$ cat src/rtl/i2cw_pkg.sv
package i2cw_pkg;

    typedef logic [7:0] byte_t;

    localparam logic [3:0] DEV_TYPE  = 4'b1010;
    localparam int         BIT_CNT_W = 4;
    localparam logic [BIT_CNT_W-1:0] BITS_PER_BYTE = 4'd8;

    typedef enum logic [2:0] {
        LS_IDLE,
        LS_DEV,
        LS_DEV_ACK,
        LS_WADDR,
        LS_WADDR_ACK,
        LS_DATA,
        LS_DATA_ACK,
        LS_HOLD
    } link_state_t;

    typedef struct packed {
        logic scl_s;
        logic sda_s;
        logic scl_rise;
        logic scl_fall;
        logic start;
        logic stop;
    } bus_ev_t;

    function automatic logic dev_match(byte_t b);
        return b[7:4] == DEV_TYPE;
    endfunction

    function automatic logic is_rx_state(link_state_t s);
        return (s == LS_DEV) || (s == LS_WADDR) || (s == LS_DATA);
    endfunction

endpackage

$ cat src/rtl/i2cw_sync.sv
module i2cw_sync
    import i2cw_pkg::*;
#(
    parameter int SYNC_N = 2
) (
    input  logic    clk,
    input  logic    rst,
    input  logic    scl_i,
    input  logic    sda_i,
    output bus_ev_t ev
);
    localparam int LINES = 2;   // index 1 = clock line, 0 = data line

    logic [LINES-1:0] raw;
    logic [LINES-1:0] synced;
    logic [LINES-1:0] prev;

    assign raw = {scl_i, sda_i};

    for (genvar g = 0; g < LINES; g++) begin : g_line
        logic [SYNC_N-1:0] chain;
        always_ff @(posedge clk) begin
            if (rst) chain <= '1;
            else     chain <= {chain[SYNC_N-2:0], raw[g]};
        end
        assign synced[g] = chain[SYNC_N-1];
    end

    always_ff @(posedge clk) begin
        if (rst) prev <= '1;
        else     prev <= synced;
    end

    always_comb begin
        ev.scl_s    = synced[1];
        ev.sda_s    = synced[0];
        ev.scl_rise = synced[1] & ~prev[1];
        ev.scl_fall = ~synced[1] & prev[1];
        ev.start    = synced[1] & prev[1] & prev[0] & ~synced[0];
        ev.stop     = synced[1] & prev[1] & ~prev[0] & synced[0];
    end

endmodule

$ cat src/rtl/i2cw_link.sv
module i2cw_link
    import i2cw_pkg::*;
(
    input  logic    clk,
    input  logic    rst,
    input  bus_ev_t ev,
    input  logic    busy,
    input  logic    have_data,
    output logic    sda_oe,
    output byte_t   rx_byte,
    output logic    addr_ld,
    output logic    data_stb,
    output logic    clr,
    output logic    commit
);
    link_state_t          state;
    logic [BIT_CNT_W-1:0] bit_cnt;
    logic                 rw_q;

    always_ff @(posedge clk) begin
        if (rst) begin
            state    <= LS_IDLE;
            bit_cnt  <= '0;
            rw_q     <= 1'b0;
            rx_byte  <= '0;
            sda_oe   <= 1'b0;
            addr_ld  <= 1'b0;
            data_stb <= 1'b0;
            clr      <= 1'b0;
            commit   <= 1'b0;
        end else begin
            addr_ld  <= 1'b0;
            data_stb <= 1'b0;
            clr      <= 1'b0;
            commit   <= 1'b0;
            if (busy) begin
                state   <= LS_IDLE;
                bit_cnt <= '0;
                sda_oe  <= 1'b0;
            end else if (ev.start) begin
                state   <= LS_DEV;
                bit_cnt <= '0;
                sda_oe  <= 1'b0;
                clr     <= 1'b1;
            end else if (ev.stop) begin
                // only the STOP's own SCL pulse may follow the last ACK
                if (state == LS_DATA && bit_cnt <= 1 && have_data)
                    commit <= 1'b1;
                state   <= LS_IDLE;
                bit_cnt <= '0;
                sda_oe  <= 1'b0;
            end else if (is_rx_state(state)) begin
                if (ev.scl_rise && bit_cnt < BITS_PER_BYTE) begin
                    rx_byte <= {rx_byte[6:0], ev.sda_s};
                    bit_cnt <= bit_cnt + 1'b1;
                end else if (ev.scl_fall && bit_cnt == BITS_PER_BYTE) begin
                    bit_cnt <= '0;
                    unique case (state)
                        LS_DEV: begin
                            if (dev_match(rx_byte)) begin
                                rw_q   <= rx_byte[0];
                                sda_oe <= 1'b1;
                                state  <= LS_DEV_ACK;
                            end else begin
                                state  <= LS_HOLD;
                            end
                        end
                        LS_WADDR: begin
                            addr_ld <= 1'b1;
                            sda_oe  <= 1'b1;
                            state   <= LS_WADDR_ACK;
                        end
                        default: begin
                            data_stb <= 1'b1;
                            sda_oe   <= 1'b1;
                            state    <= LS_DATA_ACK;
                        end
                    endcase
                end
            end else if (ev.scl_fall) begin
                bit_cnt <= '0;
                sda_oe  <= 1'b0;
                case (state)
                    LS_DEV_ACK:   state <= rw_q ? LS_HOLD : LS_WADDR;
                    LS_WADDR_ACK: state <= LS_DATA;
                    LS_DATA_ACK:  state <= LS_DATA;
                    default:      state <= state;
                endcase
            end
        end
    end

    p_no_ack_busy_r8: assert property (@(posedge clk) disable iff (rst)
        busy |-> !sda_oe);

    p_ack_scl_low_r4: assert property (@(posedge clk) disable iff (rst)
        $rose(sda_oe) |-> !ev.scl_s);

    p_commit_data_r10: assert property (@(posedge clk) disable iff (rst)
        commit |-> have_data);

endmodule

$ cat src/rtl/i2cw_page.sv
module i2cw_page
    import i2cw_pkg::*;
#(
    parameter int ADDR_W = 8,
    parameter int PAGE_W = 4
) (
    input  logic                           clk,
    input  logic                           rst,
    input  byte_t                          rx_byte,
    input  logic                           addr_ld,
    input  logic                           data_stb,
    input  logic                           clr,
    output logic [ADDR_W-PAGE_W-1:0]       page_q,
    output logic [(1<<PAGE_W)-1:0]         valid,
    output logic [(1<<PAGE_W)-1:0][7:0]    pg_data,
    output logic                           have_data
);
    localparam int PAGE_N = 1 << PAGE_W;

    logic [PAGE_W-1:0] ptr;

    always_ff @(posedge clk) begin
        if (rst) begin
            page_q  <= '0;
            ptr     <= '0;
            valid   <= '0;
            pg_data <= '0;
        end else if (clr) begin
            valid <= '0;
        end else if (addr_ld) begin
            page_q <= rx_byte[ADDR_W-1:PAGE_W];
            ptr    <= rx_byte[PAGE_W-1:0];
            valid  <= '0;
        end else if (data_stb) begin
            pg_data[ptr] <= rx_byte;
            valid[ptr]   <= 1'b1;
            ptr          <= ptr + 1'b1;   // wraps inside the page
        end
    end

    assign have_data = |valid;

    p_page_hold_r5: assert property (@(posedge clk) disable iff (rst)
        data_stb |=> $stable(page_q));

endmodule

$ cat src/rtl/i2cw_store.sv
module i2cw_store
    import i2cw_pkg::*;
#(
    parameter int    ADDR_W    = 8,
    parameter int    PAGE_W    = 4,
    parameter int    WR_CYCLES = 64,
    parameter byte_t ERASE_VAL = 8'hFF
) (
    input  logic                           clk,
    input  logic                           rst,
    input  logic                           commit,
    input  logic [ADDR_W-PAGE_W-1:0]       page_q,
    input  logic [(1<<PAGE_W)-1:0]         valid,
    input  logic [(1<<PAGE_W)-1:0][7:0]    pg_data,
    input  logic [ADDR_W-1:0]              rd_addr,
    output byte_t                          rd_data,
    output logic                           busy
);
    localparam int DEPTH  = 1 << ADDR_W;
    localparam int PAGE_N = 1 << PAGE_W;
    localparam int CYC    = (WR_CYCLES > PAGE_N) ? WR_CYCLES : PAGE_N;
    localparam int CNT_W  = $clog2(CYC + 1);

    byte_t             mem [DEPTH];
    logic [CNT_W-1:0]  elapsed;
    logic [PAGE_W-1:0] widx;
    logic              mem_we;

    assign widx   = elapsed[PAGE_W-1:0];
    assign mem_we = busy && (elapsed < CNT_W'(PAGE_N)) && valid[widx];

    always_ff @(posedge clk) begin
        if (rst) begin
            busy    <= 1'b0;
            elapsed <= '0;
        end else if (busy) begin
            if (elapsed == CNT_W'(CYC - 1)) begin
                busy    <= 1'b0;
                elapsed <= '0;
            end else begin
                elapsed <= elapsed + 1'b1;
            end
        end else if (commit) begin
            busy    <= 1'b1;
            elapsed <= '0;
        end
    end

    always_ff @(posedge clk) begin
        if (rst) begin
            for (int i = 0; i < DEPTH; i++) mem[i] <= ERASE_VAL;
        end else if (mem_we) begin
            mem[{page_q, widx}] <= pg_data[widx];
        end
    end

    assign rd_data = mem[rd_addr];

    p_busy_after_commit_r7: assert property (@(posedge clk) disable iff (rst)
        commit |=> busy);

    p_buf_frozen_r9: assert property (@(posedge clk) disable iff (rst)
        (busy && $past(busy)) |-> ($stable(valid) && $stable(page_q)));

endmodule

$ cat src/rtl/i2c_page_writer.sv
module i2c_page_writer
    import i2cw_pkg::*;
#(
    parameter int          ADDR_W    = 8,
    parameter int          PAGE_W    = 4,
    parameter int          WR_CYCLES = 64,
    parameter int          SYNC_N    = 2,
    parameter logic [7:0]  ERASE_VAL = 8'hFF
) (
    input  logic              clk,
    input  logic              rst,
    input  logic              scl_i,
    input  logic              sda_i,
    output logic              sda_oe,
    output logic              busy,
    input  logic [ADDR_W-1:0] rd_addr,
    output logic [7:0]        rd_data
);
    localparam int PAGE_N = 1 << PAGE_W;
    localparam int HI_W   = ADDR_W - PAGE_W;

    bus_ev_t                  ev;
    byte_t                    rx_byte;
    logic                     addr_ld, data_stb, clr, commit, have_data;
    logic [HI_W-1:0]          page_q;
    logic [PAGE_N-1:0]        valid;
    logic [PAGE_N-1:0][7:0]   pg_data;

    i2cw_sync #(.SYNC_N(SYNC_N)) u_sync (
        .clk   (clk),
        .rst   (rst),
        .scl_i (scl_i),
        .sda_i (sda_i),
        .ev    (ev)
    );

    i2cw_link u_link (
        .clk       (clk),
        .rst       (rst),
        .ev        (ev),
        .busy      (busy),
        .have_data (have_data),
        .sda_oe    (sda_oe),
        .rx_byte   (rx_byte),
        .addr_ld   (addr_ld),
        .data_stb  (data_stb),
        .clr       (clr),
        .commit    (commit)
    );

    i2cw_page #(.ADDR_W(ADDR_W), .PAGE_W(PAGE_W)) u_page (
        .clk       (clk),
        .rst       (rst),
        .rx_byte   (rx_byte),
        .addr_ld   (addr_ld),
        .data_stb  (data_stb),
        .clr       (clr),
        .page_q    (page_q),
        .valid     (valid),
        .pg_data   (pg_data),
        .have_data (have_data)
    );

    i2cw_store #(
        .ADDR_W    (ADDR_W),
        .PAGE_W    (PAGE_W),
        .WR_CYCLES (WR_CYCLES),
        .ERASE_VAL (ERASE_VAL)
    ) u_store (
        .clk     (clk),
        .rst     (rst),
        .commit  (commit),
        .page_q  (page_q),
        .valid   (valid),
        .pg_data (pg_data),
        .rd_addr (rd_addr),
        .rd_data (rd_data),
        .busy    (busy)
    );

endmodule

$ cat config.mk
export PLATFORM = sky130hd
export DESIGN_NAME = i2c_page_writer
export DESIGN_NICKNAME = d
export VERILOG_FILES = /design/src/rtl/i2cw_pkg.sv /design/src/rtl/i2cw_sync.sv /design/src/rtl/i2cw_link.sv /design/src/rtl/i2cw_page.sv /design/src/rtl/i2cw_store.sv /design/src/rtl/i2c_page_writer.sv
export SDC_FILE = /design/constraint.sdc
export NUM_CORES = 2
export LEC_CHECK = 0
export ABC_CLOCK_PERIOD_IN_PS = 8520
export BUFFER_PORTS_ARGS = -buffer_cell sky130_fd_sc_hd__buf_4
export CAP_MARGIN = 20
export CORE_MARGIN = 2
export CORE_UTILIZATION = 57
export DETAILED_ROUTE_END_ITERATION = 10
export PLACE_DENSITY = 0.76
export SYNTH_ARGS = -nofsm -noshare
export SYNTH_HDL_FRONTEND = slang
export SYNTH_SLANG_ARGS = --single-unit
$ cat constraint.sdc
create_clock -name clk -period 8.52 [get_ports clk]
set_clock_uncertainty 0.05 [all_clocks]
set_input_delay 2.13 -clock clk [delete_from_list [all_inputs] [get_ports clk]]
set_output_delay 2.13 -clock clk [all_outputs]
set_load 0.01 [all_outputs]
==> reports/qor.txt <==
CP Capture Type = output port
Starting DRT DRC Count = 12.0k
slowest cell on the critical path = nor4b_1
die extent in x = 420 um
Yosys top cell area share = 0.625
setup repair bufs after CTS = 0
area delta synth->final = 11.0%
Final Setup Violations = 0
Final period util = 0.968
Worst Slack Setup Final = 0.270 ns
critical-path cell list = buf_4 > nor2b_4 > buf_4 > a22oi_1 > a21boi_0 > nor4_1 > nor4b_1 > buf_4 > buf_4
Fin. Hold Viols = 0
total core area = 172000 um^2
Via-to-Cell Ratio = 6.73
Slew HR = 0.116
Die Span Y = 420 um
slowest stage delay, CP = 0.99 ns
CP Max Fanout = 41
first-pass GRT wire length = 428 mm
leading area contributor after synthesis = edfxtp_1
# hold bufs at CTS = 0
number of filler cells placed in the layout = 12.0k
post-detail-place hpwl = 179 mm
WP data arrival = 6.07 ns
Hold WC Path Type = flop to flop
synthesized net count = 7548
largest net degree at the start of global routing = 129
CTS tree = done
CP bufs+invs = 4
WS Path Type = input port to output port
initial core utilization = 0.574
Post-synth EDFFs = 2048
VDD IR max = 0.000255 V
synth warn = 0
Syn Std Cell Area = 98400 um^2
CP required = 6.34 ns
Syn Area/Cell = 13.1 um^2
Primary FF master, synth = edfxtp_1
post-synthesis cell count = 7524
setup TNS = 0 ns
most frequent CP cell = buf_4
fmax = 121 MHz
CTS sink cnt = 2235
DR pass1 iterations = 9
WL/cell = 29.4 um
status = finished clean
GP Congestion = 0.977
PortBufs = 21
CTS Buf Count = 216
post-synthesis sequential area ratio = 0.663
Top Family by Delay on Critical Path = simple AND/OR/NAND/NOR gates
Area contributors post-synth = edfxtp_1 62%, mux4_2 10%, nand2_1 9.3%
pwr/cell area = 205 nW/um^2
via count = 67.1k
number of H-tree levels = 4
Setup WS pre-CTS = 0.536 ns
GRT overflow = 0
Top-Level Pins = 22
Synth async-reset ratio = 0
most frequent cells in the layout = 2442 x nand2_1, 2048 x edfxtp_1, 458 x mux4_2
DIE AREA = 176000 um^2
initial antenna violation count = 8
commonest non-fill, non-tap cell in the layout = nand2_1
CTS clk-pin slew, worst paths = 0.06 ns
Seq cells post-synth = 2235
RSZ-0062 raised after global routing = no
worst slew pin tran = 1.33 ns
total track usage = 0.333
CTS Root Buffer Type = clkbuf_16
crit path launch type = input port
Routed WL = 294 mm
Final Max Tran Viols = 0
leakage = 27.6 nW
max_cap viols = 0
later-pin clock latency in the skew report = 0.86 ns
# resized after CTS = 0
Nets = 7497
DRC Markers = 0
Max clock buf depth = 3
vias in the first global route = 65.0k
FP Rows = 152
Post-DRT Antenna Nets = 0
Synth cell types = 66
Hold Slack = 0.364 ns
share of layout cells above drive strength 1 = 0.171
min Tclk post-route = 8.25 ns
registers in the layout, indices dropped and copies added (netlist names):
| signal | flops |
|---|---|
| u_store.mem | 2048 |
| u_store.busy | 1 |
| u_page.page_q | 4 |
| u_page.pg_data | 128 |
| u_link.state | 3 |
| u_page.valid | 16 |
| u_link.addr_ld | 1 |
| u_link.bit_cnt | 4 |
| u_link.rw_q | 1 |
| u_link.clr | 1 |
| u_page.ptr | 4 |
| u_sync.g_line.chain | 4 |
| u_link.commit | 1 |
| u_store.elapsed | 7 |
| u_sync.prev | 2 |
| u_link.rx_byte | 8 |
| u_link.data_stb | 1 |
| u_link.sda_oe | 1 |
layer usage:
metal  GRT usage  vias to the layer above  routed length, um
met5           0                        -                 50
met4       0.166                        8              17000
met3       0.103                     1018              46000
met2       0.502                     5906             133000
met1       0.442                    32800              98000
li1            -                    27300                  -
Yosys cell counts, types with 22 or more instances:
master	n
a211oi_1	23
a21oi_1	245
a22oi_1	153
buf_1	36
buf_2	193
buf_4	22
buf_6	33
clkbuf_1	449
dfxtp_1	187
edfxtp_1	2048
mux2i_1	188
mux4_2	458
nand2_1	2444
nand3_1	144
nand4_1	25
nor2_1	251
nor2b_1	23
nor3_1	36
o21ai_0	206
o221ai_1	44
cell families (layout without fill, tap and decap cells):
kind of cell	count (synthesis)	after routing	share of synthesized area
xor gates and xnor gates	3	3	0.000267
DFF	2235	2235	0.663
AOI/OAI and AO/OA	811	811	0.0512
other	0	3	0
buffers and inverters	744	878	0.0342
and+or+nand+nor	3063	3063	0.125
adders and majority gates	12	12	0.00153
muxes	656	656	0.125
metrics by stage:
step	total power, mW	cell area (um^2)	utilization	cells
CTS	22.4	109000	0.634	9908
finish	22.4	109000	0.637	9971
global placement	13.1	102000	0.592	9478
global route	22.8	109000	0.637	9968
detailed placement	13.1	102000	0.593	9505
floorplan	12.7	98400	-	7524
worst paths after layout:
kind,slack (ns),end,depth (start not counted),from
hold / removal,0.36,u_sync.g_line[0].chain[1],1,u_sync.g_line[0].chain[0]
setup / recovery,0.27,rd_data[7],9,rd_addr[2]
setup reg to reg,3.85,u_store.mem[7][5],8,u_store.elapsed[0]
hold reg to reg,0.36,u_sync.g_line[0].chain[1],1,u_sync.g_line[0].chain[0]
area by class of cell:
cell class	count	area, um^2	share of cell area
Clock inverter	123	1070	0.00979
Timing Repair Buffer	464	4030	0.0369
Antenna cell	3	7.51	0.0000687
Tap cell	2310	2890	0.0264
Multi-Input combinational cell	4545	30100	0.276
Inverter	11	46.3	0.000424
Clock buffer	280	5870	0.0537
Sequential cell	2235	65200	0.597
where the power goes:
part / switching (mW) / total (mW) / internal, mW
Combinational: 0.692 / 0.981 / 0.289
Sequential: 0.00271 / 11.9 / 11.9
Clock: 4.16 / 9.51 / 5.35
Total: 4.85 / 22.4 / 17.6
(Power assumes the default switching activity.)
